File: config.mk
export PLATFORM = sky130hd
export DESIGN_NAME = vid_timing_gen
export DESIGN_NICKNAME = d
export VERILOG_FILES = /design/src/rtl/vtg_pkg.sv /design/src/rtl/vtg_axis_ctr.sv /design/src/rtl/vtg_field_seq.sv /design/src/rtl/vid_timing_gen.sv
export SDC_FILE = /design/constraint.sdc
export NUM_CORES = 1
export LEC_CHECK = 0
export BUFFER_PORTS_ARGS = -buffer_cell sky130_fd_sc_hd__buf_4
export CAP_MARGIN = 20
export CORE_MARGIN = 8
export CORE_UTILIZATION = 25
export CTS_CLUSTER_SIZE = 16
export DETAILED_ROUTE_END_ITERATION = 8
export SLEW_MARGIN = 20
export SYNTH_ARGS = -nofsm -noshare
export SYNTH_HDL_FRONTEND = slang
export SYNTH_SLANG_ARGS = --single-unit
File: constraint.sdc
create_clock -name clk -period 11.6 [get_ports clk]
set_input_delay 0 -clock clk [delete_from_list [all_inputs] [get_ports clk]]
set_output_delay 0 -clock clk [all_outputs]
set_load 0.1 [all_outputs]
File: src/rtl/vtg_pkg.sv
package vtg_pkg;
  typedef enum logic [1:0] {
    SEG_ACT   = 2'd0,
    SEG_FRONT = 2'd1,
    SEG_SYNC  = 2'd2,
    SEG_BACK  = 2'd3
  } seg_e;
endpackage

File: src/rtl/vtg_axis_ctr.sv
module vtg_axis_ctr
  import vtg_pkg::*;
#(
  parameter int CW = 12,
  localparam int TW = CW + 2
) (
  input  logic          clk,
  input  logic          rst_n,
  input  logic          run,
  input  logic          step,
  input  logic [CW-1:0] len_act,
  input  logic [CW-1:0] len_front,
  input  logic [CW-1:0] len_sync,
  input  logic [CW-1:0] len_back,
  output logic [TW-1:0] pos,
  output logic          at_end,
  output seg_e          seg
);
  logic [TW-1:0] b_front, b_sync, b_back, total;

  assign b_front = {2'b00, len_act};
  assign b_sync  = b_front + {2'b00, len_front};
  assign b_back  = b_sync + {2'b00, len_sync};
  assign total   = b_back + {2'b00, len_back};
  assign at_end  = run && (pos == total - 1'b1);

  always_ff @(posedge clk or negedge rst_n) begin
    if (!rst_n)      pos <= '0;
    else if (!run)   pos <= '0;
    else if (step)   pos <= at_end ? '0 : pos + 1'b1;
  end

  always_comb begin
    if (pos < b_front)     seg = SEG_ACT;
    else if (pos < b_sync) seg = SEG_FRONT;
    else if (pos < b_back) seg = SEG_SYNC;
    else                   seg = SEG_BACK;
  end


  pos_range_chk: assert property (@(posedge clk) disable iff (!rst_n)
    run |-> (pos < total));
endmodule

File: src/rtl/vtg_field_seq.sv
module vtg_field_seq #(
  parameter int HW  = 12,
  parameter int VW  = 11,
  parameter int FCW = 8,
  localparam int NSET = 2
) (
  input  logic                    clk,
  input  logic                    rst_n,
  input  logic                    run,
  input  logic                    wrap,
  input  logic                    fcnt_clr,
  input  logic                    interlace,
  input  logic [HW-1:0]           h_act,
  input  logic [HW-1:0]           h_fp,
  input  logic [HW-1:0]           h_sw,
  input  logic [HW-1:0]           h_bp,
  input  logic                    hs_pos,
  input  logic                    vs_pos,
  input  logic [NSET-1:0][VW-1:0] v_act,
  input  logic [NSET-1:0][VW-1:0] v_fp,
  input  logic [NSET-1:0][VW-1:0] v_sw,
  input  logic [NSET-1:0][VW-1:0] v_bp,
  input  logic [NSET-1:0][HW-1:0] v_ofs,
  output logic [HW-1:0]           sh_h_act,
  output logic [HW-1:0]           sh_h_fp,
  output logic [HW-1:0]           sh_h_sw,
  output logic [HW-1:0]           sh_h_bp,
  output logic                    sh_hs_pos,
  output logic                    sh_vs_pos,
  output logic [VW-1:0]           cur_v_act,
  output logic [VW-1:0]           cur_v_fp,
  output logic [VW-1:0]           cur_v_sw,
  output logic [VW-1:0]           cur_v_bp,
  output logic [HW-1:0]           cur_v_ofs,
  output logic                    field,
  output logic [FCW-1:0]          fcnt
);
  logic load;
  logic [NSET-1:0][VW-1:0] s_act, s_fp, s_sw, s_bp;
  logic [NSET-1:0][HW-1:0] s_ofs;

  assign load = !run || wrap;

  always_ff @(posedge clk or negedge rst_n) begin
    if (!rst_n) begin
      sh_h_act  <= '0;
      sh_h_fp   <= '0;
      sh_h_sw   <= '0;
      sh_h_bp   <= '0;
      sh_hs_pos <= 1'b0;
      sh_vs_pos <= 1'b0;
    end else if (load) begin
      sh_h_act  <= h_act;
      sh_h_fp   <= h_fp;
      sh_h_sw   <= h_sw;
      sh_h_bp   <= h_bp;
      sh_hs_pos <= hs_pos;
      sh_vs_pos <= vs_pos;
    end
  end

  for (genvar g = 0; g < NSET; g++) begin : g_vset
    always_ff @(posedge clk or negedge rst_n) begin
      if (!rst_n) begin
        s_act[g] <= '0;
        s_fp[g]  <= '0;
        s_sw[g]  <= '0;
        s_bp[g]  <= '0;
        s_ofs[g] <= '0;
      end else if (load) begin
        s_act[g] <= v_act[g];
        s_fp[g]  <= v_fp[g];
        s_sw[g]  <= v_sw[g];
        s_bp[g]  <= v_bp[g];
        s_ofs[g] <= v_ofs[g];
      end
    end
  end

  assign cur_v_act = s_act[field];
  assign cur_v_fp  = s_fp[field];
  assign cur_v_sw  = s_sw[field];
  assign cur_v_bp  = s_bp[field];
  assign cur_v_ofs = s_ofs[field];

  always_ff @(posedge clk or negedge rst_n) begin
    if (!rst_n)      field <= 1'b0;
    else if (!run)   field <= 1'b0;
    else if (wrap)   field <= interlace ? ~field : 1'b0;
  end

  always_ff @(posedge clk or negedge rst_n) begin
    if (!rst_n)              fcnt <= '0;
    else if (fcnt_clr)       fcnt <= '0;
    else if (run && wrap)    fcnt <= fcnt + 1'b1;
  end


  prog_field_chk: assert property (@(posedge clk) disable iff (!rst_n)
    (run && wrap && !interlace) |=> !field);

  field_hold_chk: assert property (@(posedge clk) disable iff (!rst_n)
    (run && !wrap) |=> $stable(field));

  fcnt_clr_chk: assert property (@(posedge clk) disable iff (!rst_n)
    fcnt_clr |=> (fcnt == '0));

  fcnt_hold_chk: assert property (@(posedge clk) disable iff (!rst_n)
    (!fcnt_clr && !(run && wrap)) |=> $stable(fcnt));
endmodule

File: src/rtl/vid_timing_gen.sv
module vid_timing_gen
  import vtg_pkg::*;
#(
  parameter int HW  = 12,
  parameter int VW  = 11,
  parameter int FCW = 8
) (
  input  logic              clk,
  input  logic              rst_n,
  input  logic              run,
  input  logic              interlace,
  input  logic [HW-1:0]     h_act,
  input  logic [HW-1:0]     h_fp,
  input  logic [HW-1:0]     h_sw,
  input  logic [HW-1:0]     h_bp,
  input  logic              hs_pos,
  input  logic              vs_pos,
  input  logic [1:0][VW-1:0] v_act,
  input  logic [1:0][VW-1:0] v_fp,
  input  logic [1:0][VW-1:0] v_sw,
  input  logic [1:0][VW-1:0] v_bp,
  input  logic [1:0][HW-1:0] v_ofs,
  input  logic              hs_low,
  input  logic              vs_low,
  input  logic              fcnt_clr,
  input  logic              uf_en,
  input  logic              fifo_empty,
  output logic              hsync_o,
  output logic              vsync_o,
  output logic              de_o,
  output logic              hblank_o,
  output logic              vblank_o,
  output logic              field_o,
  output logic [FCW-1:0]    fcnt_o,
  output logic              underflow_o
);
  localparam int HTW = HW + 2;
  localparam int VTW = VW + 2;

  logic [HW-1:0]  sh_h_act, sh_h_fp, sh_h_sw, sh_h_bp, cur_v_ofs;
  logic [VW-1:0]  cur_v_act, cur_v_fp, cur_v_sw, cur_v_bp;
  logic           sh_hs_pos, sh_vs_pos, field, h_end, v_end, wrap;
  logic [HTW-1:0] h_pos;
  logic [VTW-1:0] v_pos, v_sync_top, v_sync_bot;
  seg_e           h_seg, v_seg;
  logic           h_act_now, v_act_now, in_hs, in_vs, before_ofs;

  assign wrap = h_end && v_end;

  vtg_field_seq #(.HW(HW), .VW(VW), .FCW(FCW)) u_seq (
    .clk       (clk),
    .rst_n     (rst_n),
    .run       (run),
    .wrap      (wrap),
    .fcnt_clr  (fcnt_clr),
    .interlace (interlace),
    .h_act     (h_act),
    .h_fp      (h_fp),
    .h_sw      (h_sw),
    .h_bp      (h_bp),
    .hs_pos    (hs_pos),
    .vs_pos    (vs_pos),
    .v_act     (v_act),
    .v_fp      (v_fp),
    .v_sw      (v_sw),
    .v_bp      (v_bp),
    .v_ofs     (v_ofs),
    .sh_h_act  (sh_h_act),
    .sh_h_fp   (sh_h_fp),
    .sh_h_sw   (sh_h_sw),
    .sh_h_bp   (sh_h_bp),
    .sh_hs_pos (sh_hs_pos),
    .sh_vs_pos (sh_vs_pos),
    .cur_v_act (cur_v_act),
    .cur_v_fp  (cur_v_fp),
    .cur_v_sw  (cur_v_sw),
    .cur_v_bp  (cur_v_bp),
    .cur_v_ofs (cur_v_ofs),
    .field     (field),
    .fcnt      (fcnt_o)
  );

  vtg_axis_ctr #(.CW(HW)) u_hctr (
    .clk       (clk),
    .rst_n     (rst_n),
    .run       (run),
    .step      (1'b1),
    .len_act   (sh_h_act),
    .len_front (sh_h_fp),
    .len_sync  (sh_h_sw),
    .len_back  (sh_h_bp),
    .pos       (h_pos),
    .at_end    (h_end),
    .seg       (h_seg)
  );

  vtg_axis_ctr #(.CW(VW)) u_vctr (
    .clk       (clk),
    .rst_n     (rst_n),
    .run       (run),
    .step      (h_end),
    .len_act   (cur_v_act),
    .len_front (cur_v_fp),
    .len_sync  (cur_v_sw),
    .len_back  (cur_v_bp),
    .pos       (v_pos),
    .at_end    (v_end),
    .seg       (v_seg)
  );

  // vertical sync edges move to a pixel offset inside the boundary lines
  assign v_sync_top = {2'b00, cur_v_act} + {2'b00, cur_v_fp};
  assign v_sync_bot = v_sync_top + {2'b00, cur_v_sw};
  assign before_ofs = h_pos < {2'b00, cur_v_ofs};

  assign h_act_now = run && (h_seg == SEG_ACT);
  assign v_act_now = run && (v_seg == SEG_ACT);
  assign in_hs     = run && (h_seg == SEG_SYNC);
  assign in_vs     = run && (((v_seg == SEG_SYNC) && !((v_pos == v_sync_top) && before_ofs))
                          || ((v_pos == v_sync_bot) && before_ofs));

  assign hsync_o  = in_hs ^ ~sh_hs_pos ^ hs_low;
  assign vsync_o  = in_vs ^ ~sh_vs_pos ^ vs_low;
  assign de_o     = h_act_now && v_act_now;
  assign hblank_o = !h_act_now;
  assign vblank_o = !v_act_now;
  assign field_o  = field;

  always_ff @(posedge clk or negedge rst_n) begin
    if (!rst_n) underflow_o <= 1'b0;
    else        underflow_o <= uf_en && de_o && fifo_empty;
  end


  de_blank_chk: assert property (@(posedge clk) disable iff (!rst_n)
    de_o |-> (!hblank_o && !vblank_o));

  idle_pos_chk: assert property (@(posedge clk) disable iff (!rst_n)
    (!run) |=> ((h_pos == '0) && (v_pos == '0)));

  uf_quiet_chk: assert property (@(posedge clk) disable iff (!rst_n)
    (!uf_en) |=> !underflow_o);
endmodule

# After elaboration in Yosys (flattened, before gate mapping)

Index checks and enable logic that the tools add are counted.

$add $sub $neg: 11
$lt $le $gt $ge: 8
Equality and inequality tests: 8
Multiplexer cells: 26
Bitwise logic cells: 7
Reductions and logical operators: 23

Operators with widths:

| cell                                                                 | count |
|---|---|
| 11-bit two-way mux                                                   | 8 |
| 13-bit two-way mux                                                   | 3 |
| 14-bit by 12-bit adder with 14-bit output                            | 2 |
| 14-bit by 12-bit < comparator with 1-bit output                      | 2 |
| 14-bit < comparator                                                  | 2 |
| 14-bit two-way mux                                                   | 2 |
| 13-bit == test                                                       | 2 |
| 12-bit two-way mux                                                   | 2 |
| 8-bit two-way mux                                                    | 2 |
| 14-bit by 1-bit adder with 14-bit output, second input constant      | 1 |
| 14-bit == test                                                       | 1 |
| 1-bit logical AND                                                    | 14 |
| 14-bit by 1-bit subtractor with 14-bit output, second input constant | 1 |
| 12-bit by 11-bit adder with 13-bit output                            | 1 |
| 12-bit by 12-bit adder with 13-bit output                            | 1 |
| 13-bit by 1-bit adder with 13-bit output, second input constant      | 1 |
| 13-bit by 11-bit adder with 13-bit output                            | 1 |
| 13-bit by 12-bit == test with 1-bit output                           | 1 |
| 13-bit by 11-bit < comparator with 1-bit output                      | 1 |
| 13-bit by 12-bit < comparator with 1-bit output                      | 1 |
| 13-bit < comparator                                                  | 1 |
| 13-bit by 1-bit subtractor with 13-bit output, second input constant | 1 |
| 11-bit by 11-bit adder with 12-bit output                            | 1 |
| 8-bit by 1-bit adder with 8-bit output, second input constant        | 1 |
| 11 further kinds                                                     | 30 |

Register bits after elaboration: 199
Bits of input ports: 171
Output and inout bits: 15

# Longest topological paths before layout

Gate-level depths: netlist of the first run.

Word-level depth: 14
Gate-level depth with buffers: 36
Mapped depth without buffers: 31

# Hierarchy

A second synthesis of the first run with hierarchy kept.

Cells, all modules: 1590
Area, all modules: 16423.3 µm²

By module, submodules not included:

| module                 | times used | cells each | area each (µm²) | sequential area each (µm²) |
|---|---|---|---|---|
| vtg_field_seq          | 1          | 449        | 7423.4          | 4279.1 |
| vtg_axis_ctr at u_hctr | 1          | 471        | 3628.5          | 350.3 |
| vtg_axis_ctr at u_vctr | 1          | 423        | 3427.0          | 325.3 |
| vid_timing_gen         | 1          | 247        | 1944.4          | 25.0 |

# Least setup slack after synthesis of the first run

Ideal clock, no wire load.

Path type: reg2reg
Start point: register u_seq.field
End point: register u_seq.s_act[0] in the netlist's numbering
Arrival: 7.749 ns
Data required time: 11.475 ns
Slack: 3.726 ns
Cell stages (with the launch flop): 34
Clock period less this slack: 7.874 ns
Cell sequence: dfrtp_1 > clkbuf_1 > buf_1 > buf_1 > mux2_2 > ha_1 > inv_1 > fa_1 > nor2b_1 > o21ai_0 > a21boi_0 > o21ai_0 > a21boi_0 > o21a_1 > or2_2 > xor2_1 > ha_1 > a21o_1 > a21oi_1 > xor2_1 > ha_1 > inv_1 > ha_1 > xor2_1 > and2_1 > a2111oi_0 > nand4_1 > nor4_1 > nand4b_1 > mux2_4 > o21ai_4 > buf_8 > buf_12 > mux2_4

Word-level cells in the longest chain between the ends: 10
Elaborated cells between the ends (all ways): 16
Classes of those cells: add/sub: 4; eq/ne: 1; mux: 8; reduce/logical: 3

RTL lines:

| what                                                       | line                                     | source |
|---|---|---|
| start: declaration                                         | vtg_field_seq.sv:35                      | `output logic field,` |
| start signal: assignment                                   | vtg_field_seq.sv:89                      | `else if (wrap) field <= interlace ? ~field : 1'b0;` |
| 11-bit two-way mux, on equally long branches (2 in series) | vtg_field_seq.sv:80, vtg_field_seq.sv:81 |  |
| 11-bit by 11-bit adder with 12-bit output                  | vtg_axis_ctr.sv:22                       | `assign b_sync = b_front + {2'b00, len_front};` |
| 12-bit by 11-bit adder with 13-bit output                  | vtg_axis_ctr.sv:23                       | `assign b_back = b_sync + {2'b00, len_sync};` |
| 13-bit by 11-bit adder with 13-bit output *                | vtg_axis_ctr.sv:24                       | `assign total = b_back + {2'b00, len_back};` |
| 13-bit by 1-bit subtractor with 13-bit output *            | vtg_axis_ctr.sv:25                       | `assign at_end = run && (pos == total - 1'b1);` |
| 13-bit == test *                                           | vtg_axis_ctr.sv:25                       |  |
| 1-bit logical AND *                                        | vtg_axis_ctr.sv:25                       |  |
| 1-bit logical AND *                                        | vid_timing_gen.sv:48                     | `assign wrap = h_end && v_end;` |
| 1-bit logical OR *                                         | vtg_field_seq.sv:42                      | `assign load = !run \|\| wrap;` |
| end signal: indexed assignment                             | vtg_field_seq.sv:71                      | `s_act[g] <= v_act[g];` |
| end: declaration                                           | vtg_field_seq.sv:39                      | `logic [NSET-1:0][VW-1:0] s_act, s_fp, s_sw, s_bp;` |

Mark *: on every way between the ends. The rest lies on a longest branch, timed or not. The select of a mux whose other input is x is not followed.
A chain may end at the register's enable or synchronous reset.

# Final worst setup path of the first run

Start point: register u_seq.field
End point: register u_seq.s_bp[12] in the netlist's numbering

Word-level cells in the longest chain between the ends: 10
Elaborated cells between the ends (all ways): 16
Classes of those cells: add/sub: 4; eq/ne: 1; mux: 8; reduce/logical: 3

RTL lines:

| what                                                       | line                                     | source |
|---|---|---|
| 11-bit two-way mux, on equally long branches (2 in series) | vtg_field_seq.sv:80, vtg_field_seq.sv:81 |  |
| 11-bit by 11-bit adder with 12-bit output                  | vtg_axis_ctr.sv:22                       |  |
| 12-bit by 11-bit adder with 13-bit output                  | vtg_axis_ctr.sv:23                       |  |
| 13-bit by 11-bit adder with 13-bit output *                | vtg_axis_ctr.sv:24                       |  |
| 13-bit by 1-bit subtractor with 13-bit output *            | vtg_axis_ctr.sv:25                       |  |
| 13-bit == test *                                           | vtg_axis_ctr.sv:25                       |  |
| 1-bit logical AND *                                        | vtg_axis_ctr.sv:25                       |  |
| 1-bit logical AND *                                        | vid_timing_gen.sv:48                     |  |
| 1-bit logical OR *                                         | vtg_field_seq.sv:42                      |  |
| end signal: indexed assignment                             | vtg_field_seq.sv:74                      | `s_bp[g] <= v_bp[g];` |
| end: declaration                                           | vtg_field_seq.sv:39                      |  |

Marked as above.

==> qor.csv, run 1 <==
stage,metric,value,unit
timing,fin crit period,8.49,ns
timing,final setup vio count,0,
final_layout,number of fillers in the final layout,6025,
synth,#FFs+latches synth,199,
timing,RSZ-0062 raised after global routing,no,
synth,"Distinct cells, synth",70,
synth,Main synth FF type,dfrtp_1,
critical_path,Worst path slowest cell,dfrtp_4,
synth,Mean Syn Cell Area,10.8,um^2
synth,"top cells by area, synth","dfrtp_1, ha_1, mux2_4, mux2_1, mux2_2",
timing,fin crit share,73.1,%
final_layout,utilization of the core after routing,32.4,%
floorplanning,IO Count,186,
pwr,combinational share of power,60.8,%
cts,Root Driver,clkbuf_16,
grt,vias in the first global route,12222,
cts,Clock Latency Late Sink,0.49,ns
final_layout,layout cell share with drive strength beyond 1,22.2,%
timing,fin. max-slew vios,0,
final_layout,Area growth syn-to-layout,29.1,%
outcome,outcome,finished clean,
detailed_routing,DRC viols,0,
critical_path,CP startpoint,u_seq.field$_DFFE_PN0P_,
floorplanning,Starting Density,25.1,%
synth,Post-synth EDFFs,0,
detailed_routing,DR vias,11515,
placed_design,Post-DP HPWL,31.5,mm
final_layout,Multi-input gate area,9220,um^2
cts,htree depth,4,
synth,Synth Instances,1394,
min_path,worst hold-check path type,input port to async pin,
timing,"Hold Vio Cnt, Final",0,
timing,min setup slack post-route,3.12,ns
timing,clk_skew,0.0153,ns
placed_design,pre-CTS setup slack,3.17,ns
critical_path,Critical Path Sink Type,flop,
grt,Tot GR Track Use,12.6,%
detailed_routing,WL/cell,16.8,um
grt,largest net degree at the start of global routing,131,
timing,worst rel slew slack,35.0,%
grt,aggregate global routing overflow,0,
detailed_routing,drt via density,4.55,
critical_path,WP data required,11.96,ns
timing,Hold WS,0.0607,ns
grt,first-pass GRT wire length,66.8,mm
final_layout,register area,4980,um^2
run,maxcap violations,0,
detailed_routing,DRT Pass-1 Iters,5,
critical_path,Worst Setup Path Type,flop to flop,
cts,post-cts resize count,0,
timing,total negative setup slack,0,ns
pwr,PD cells,190,nW/um^2
detailed_routing,Antenna Nets Post-Route,0,
pwr,Psw,1.57,mW
critical_path,CP max stage delay,0.64,ns
synth,async set-reset flop share out of synthesis,100,%
pwr,Flop pwr share,21.9,%
cts,clk buf depth,2,
synth,synthesized cell area,15100,um^2
placed_design,GP Congestion,0.887,
critical_path,nature of the critical path startpoint,flop,
synth,leading area contributor after synthesis,dfrtp_1,
detailed_routing,drt total wl,42.4,mm
grt,initial antenna violation count,4,
floorplanning,die area,68300,um^2
pwr,switching part of the total power,42.7,%
synth,yosys warns,0,
critical_path,WP data arrival,8.84,ns
pwr,Max VDD drop,0.123,mV
cts,CTS tree,done,
critical_path,"reg-to-reg slack, setup",3.12,ns
final_layout,"Net count, final",2085,
placed_design,Buffers on Ports,185,
floorplanning,Die Ht,261,um
floorplanning,core area,59900,um^2
critical_path,RR Startpoint,u_seq.field$_DFFE_PN0P_,
timing,Peak Freq,118,MHz
pwr,clock power share,17.3,%
pwr,leakage,9.21,nW
floorplanning,Die X,261,um
synth,syn_nets,1746,
floorplanning,row cnt,90,
cts,CTS buffer count,17,
cts,CTS sink cnt,199,
pwr,Power Internal,2.11,mW
synth,sequential share of the synthesized area,33.1,%
synth,top-area cell type share of the netlist area,33.1,%
detailed_routing,DR iter-0 viols,571,
critical_path,Crit Path Max Fanout,130,
timing,actual slew at the worst max-slew pin,0.975,ns
cts,CTS clock-pin slew for the worst setup and hold paths,0.08,ns
-- placed cells by master, fill, tap and decap left out, drive strengths merged, types with 19 or more instances in the layout --
cell,netlist,layout
nand3,34,34
xnor2,45,45
nor2,56,56
a21o,44,44
dfrtp,199,199
xor2,47,47
mux2,193,193
nand2,39,39
buf,29,192
nand4,19,19
a21oi,61,61
o21ai,50,50
clkbuf,14,20
mux2i,38,38
inv,124,129
ha,175,175
dlygate4sd3,0,170
-- kinds of logic after synthesis --
group                    Yosys count  share of synthesized area, %
AND/OR/NAND/NOR                  272                          9.75
AO/OA/AOI/OAI                    251                          11.1
multiplexers                     231                          19.5
flip-flops                       199                          33.1
adder cells (fa/ha/maj)          181                          15.3
buffers and inverters            167                          5.70
XOR/XNOR                          93                          5.56
-- state kept, by name, indices dropped and copies added, names as in the netlist, 13 cells and up --
name         count
u_seq.s_act     22
u_seq.s_sw      22
u_seq.s_fp      22
u_seq.s_ofs     24
u_hctr.pos      14
u_vctr.pos      13
u_seq.s_bp      22
-- cell usage after synthesis, drive strengths merged (19+ instances only) --
cell type	number
o21ai	50
inv	124
mux2i	38
a21o	44
buf	29
dfrtp	199
ha	175
xnor2	45
nor2	56
nand3	34
a21oi	61
mux2	193
nand2	39
xor2	47
nand4	19
-- path summary, 6_finish.rpt --
check                                          endpoint  cells past startpoint
max                          u_seq.s_bp[12]$_DFFE_PN0P_                     30
min                           u_seq.s_sw[7]$_DFFE_PN0P_                      2
max reg2reg                  u_seq.s_bp[12]$_DFFE_PN0P_                     30
min reg2reg                  u_seq.s_fp[14]$_DFFE_PN0P_                      1
max in group asynchronous  u_seq.sh_h_bp[4]$_DFFE_PN0P_                      4
min in group clk             u_seq.s_fp[16]$_DFFE_PN0P_                      3
-- per-stage QoR --
| step | area [um^2] | std cells | total power, mW |
|---|---|---|---|
| after global placement | 17100 | 2326 | 2.95 |
| after detailed placement | 17100 | 2326 | 3.00 |
| after floorplan | 15100 | 1394 | 2.51 |
| after global routing | 19400 | 2530 | 4.03 |
| after CTS | 19400 | 2528 | 3.73 |
| final | 19400 | 2531 | 3.68 |
-- cell type report --
cell class | instances | area share (%)
Multi-Input combinational cell | 1028 | 47.4
Sequential cell | 199 | 25.6
Timing Repair Buffer | 363 | 16.3
Tap cell | 782 | 5.03
Inverter | 124 | 2.39
Clock buffer | 19 | 2.33
Clock inverter | 13 | 0.837
Antenna cell | 3 | 0.0386
-- power by group through the flow --
stage,clock network (mW),logic (mW),registers [mW]
floorplan,0,1.72,0.796
global placement,0,2.14,0.818
detailed placement,0,2.18,0.819
CTS,0.675,2.24,0.806
global route,0.695,2.52,0.815
finish,0.637,2.24,0.806
-- critical path: cells and delay by family, from the launching register on --
family / cells / cell delay [ns]
XOR/XNOR: 2 / 0.41
AND/OR/NAND/NOR: 7 / 1.28
multiplexers: 3 / 1.22
adder cells (fa/ha/maj): 4 / 1.21
AO/OA/AOI/OAI: 11 / 2.11
flip-flops: 1 / 0.64
buffers and inverters: 3 / 1.30
-- metal layers --
layer | GRT usage [%] | vias to the layer above | wire (um)
li1 | - | 5699 | -
met5 | 0 | - | 0
met3 | 2.65 | 49 | 1670
met2 | 20.1 | 211 | 19800
met4 | 4.99 | 0 | 1130
met1 | 16.5 | 5556 | 19900
-- timing repair --
action | 4_1_cts | 5_1_grt
endpoints found under the hold margin | 243 | 0
hold buffers | 170 | 0
setup buffers | 0 | 0
(Power assumes the default switching activity.)
==> run 2, diff against run 1 <==
Clock period 11.6 ns to 8.3 ns, I/O delays scaled along.
==> run 2 against run 1 <==
Compared with the run above: clock skew shrank 0.0013 ns; routed wire length grew 2.8%; non-clock buffer count grew 3; utilization is essentially flat; clock power grew 32%; largest power group unchanged.
==> qor.csv, run 2 (synthesis results as in run 1) <==
stage,metric,value,unit
outcome,outcome,finished clean,
detailed_routing,drt total wl,43.6,mm
final_layout,layout cell share with drive strength beyond 1,22.4,%
timing,actual slew at the worst max-slew pin,0.922,ns
pwr,leakage,9.22,nW
min_path,worst hold-check path type,input port to async pin,
placed_design,Post-DP Area,17100,um^2
timing,fin crit share,92.6,%
critical_path,Worst Setup Path Type,flop to flop,
timing,Peak Freq,130,MHz
critical_path,nature of the critical path startpoint,flop,
cts,htree depth,4,
grt,largest net degree at the start of global routing,95,
cts,CTS sink cnt,199,
placed_design,pre-CTS setup slack,0.538,ns
floorplanning,core area,59900,um^2
pwr,PD cells,263,nW/um^2
critical_path,Crit Path Max Fanout,35,
detailed_routing,Antenna Nets Post-Route,0,
critical_path,WP data required,8.67,ns
timing,total negative setup slack,0,ns
cts,clk buf depth,2,
detailed_routing,DRT Pass-1 Iters,5,
timing,min setup slack post-route,0.617,ns
run,maxcap violations,0,
floorplanning,Die Ht,261,um
timing,clk_skew,0.0140,ns
cts,CTS clock-pin slew for the worst setup and hold paths,0.08,ns
grt,aggregate global routing overflow,0,
final_layout,Top reg by flops,u_seq.s_ofs,
pwr,Flop pwr share,22.0,%
critical_path,Worst path slowest cell,dfrtp_4,
final_layout,post-route cell area,19500,um^2
final_layout,"Net count, final",2088,
detailed_routing,DR vias,11734,
detailed_routing,met3 wire len,1.79,mm
final_layout,max FFs per register,24,
timing,final setup vio count,0,
final_layout,Area growth syn-to-layout,29.2,%
grt,Tot GR Track Use,12.7,%
placed_design,Post-DP HPWL,31.8,mm
pwr,Max VDD drop,0.151,mV
detailed_routing,DR WL met2,20.3,mm
pwr,clock power share,16.4,%
final_layout,most frequent cells in the layout,"dfrtp_1, buf_4, ha_1",
pwr,combinational share of power,61.6,%
detailed_routing,metal1 wirelength,20.5,mm
detailed_routing,uppermost layer routed,met5,
pwr,Total Power,5.12,mW
floorplanning,die area,68300,um^2
cts,CTS buffer count,17,
cts,CTS tree,done,
timing,"Hold Vio Cnt, Final",0,
placed_design,Buffers on Ports,185,
final_layout,"commonest non-fill, non-tap cell in the layout",dfrtp_1,
grt,initial antenna violation count,2,
grt,first-pass GRT wire length,67.3,mm
detailed_routing,WL/cell,17.2,um
placed_design,GP Congestion,0.864,
timing,fin. max-slew vios,0,
timing,fin crit period,7.68,ns
critical_path,CP max stage delay,0.56,ns
cts,Root Driver,clkbuf_16,
cts,Clock Latency Late Sink,0.50,ns
floorplanning,row cnt,90,
pwr,Power Internal,2.89,mW
timing,worst rel slew slack,38.6,%
timing,RSZ-0062 raised after global routing,no,
critical_path,WP data arrival,8.05,ns
detailed_routing,DRC viols,0,
critical_path,Critical Path Sink Type,flop,
detailed_routing,DR iter-0 viols,596,
floorplanning,Starting Density,25.1,%
pwr,switching part of the total power,43.5,%
grt,vias in the first global route,12168,
detailed_routing,drt via density,4.63,
floorplanning,IO Count,186,
floorplanning,Die X,261,um
pwr,Psw,2.23,mW
final_layout,number of fillers in the final layout,5959,
## run 2: cell count changes in the layout (fill, tap and decap cells not counted), sizes merged
cell | previous run | this run
buf | 192 | 196
bufinv | 2 | 0
clkbuf | 20 | 22
dlygate4sd3 | 170 | 168
clkinv | 3 | 4
clkinvlp | 3 | 2
diode | 3 | 2
inv | 129 | 130
## run 2: layout make-up
| cell class | instances | area [um^2] | share of cell area (%) |
|---|---|---|---|
| inverter | 124 | 465 | 2.39 |
| timing repair buffer | 366 | 3240 | 16.6 |
| sequential | 199 | 4980 | 25.6 |
| clock inverter | 12 | 111 | 0.572 |
| tap | 782 | 978 | 5.03 |
| antenna | 2 | 5.00 | 0.0257 |
| clock buffer | 20 | 447 | 2.30 |
| multi-input combinational | 1028 | 9230 | 47.4 |
## run 2: path summary, 6_finish.rpt
check / slack [ns] / cells after the start / end / from
max: 0.62 / 32 / u_seq.s_bp[13]$_DFFE_PN0P_ / u_seq.field$_DFFE_PN0P_
min in group clk: 0.26 / 3 / u_seq.sh_h_bp[0]$_DFFE_PN0P_ / h_bp[0]
min: 0.13 / 2 / u_seq.s_sw[6]$_DFFE_PN0P_ / rst_n
max in group asynchronous: 6.64 / 3 / u_seq.s_ofs[1]$_DFFE_PN0P_ / rst_n
max reg2reg: 0.62 / 32 / u_seq.s_bp[13]$_DFFE_PN0P_ / u_seq.field$_DFFE_PN0P_
min reg2reg: 0.49 / 1 / u_seq.s_fp[16]$_DFFE_PN0P_ / u_seq.s_fp[16]$_DFFE_PN0P_
## run 2: repair_timing
item | 4_1_cts | 5_1_grt
gates resized for setup | 0 | 8
setup buffers | 0 | 1
hold endpoints to repair | 274 | 0
endpoints found under the setup margin | 0 | 159
hold buffers | 168 | 0
## run 2: worst max-delay path, delay by kind of cell (launching register included)
family / cells / cell delay (ns)
AOI/OAI and AO/OA: 11 / 2.19
xor gates and xnor gates: 2 / 0.41
adders and majority gates: 5 / 1.47
buffers and inverters: 4 / 0.59
DFF: 1 / 0.56
muxes: 3 / 1.06
and+or+nand+nor: 7 / 1.21
## run 2: power by group through the flow
stage	combinational [mW]	clock, mW	sequential [mW]
2_1_floorplan	2.40	0	1.11
3_3_place_gp	2.99	0	1.14
3_5_place_dp	3.05	0	1.14
4_1_cts	3.13	0.876	1.13
5_1_grt	3.53	0.909	1.14
6_report	3.15	0.839	1.13
## run 2: metal layers
metal / global-route usage [%] / vias to the layer above
li1: - / 5713
met1: 16.8 / 5701
met2: 20.5 / 259
met3: 2.95 / 59
met4: 3.85 / 2
met5: 0 / -
## run 2: per-stage QoR
step / hold WS (ns) / instances / util (%)
2_1_floorplan: -0.296 / 1394 / -
3_3_place_gp: 0.148 / 2329 / 28.6
3_5_place_dp: 0.157 / 2329 / 28.6
4_1_cts: 0.161 / 2529 / 32.4
5_1_grt: 0.191 / 2532 / 32.5
6_report: 0.132 / 2533 / 32.5
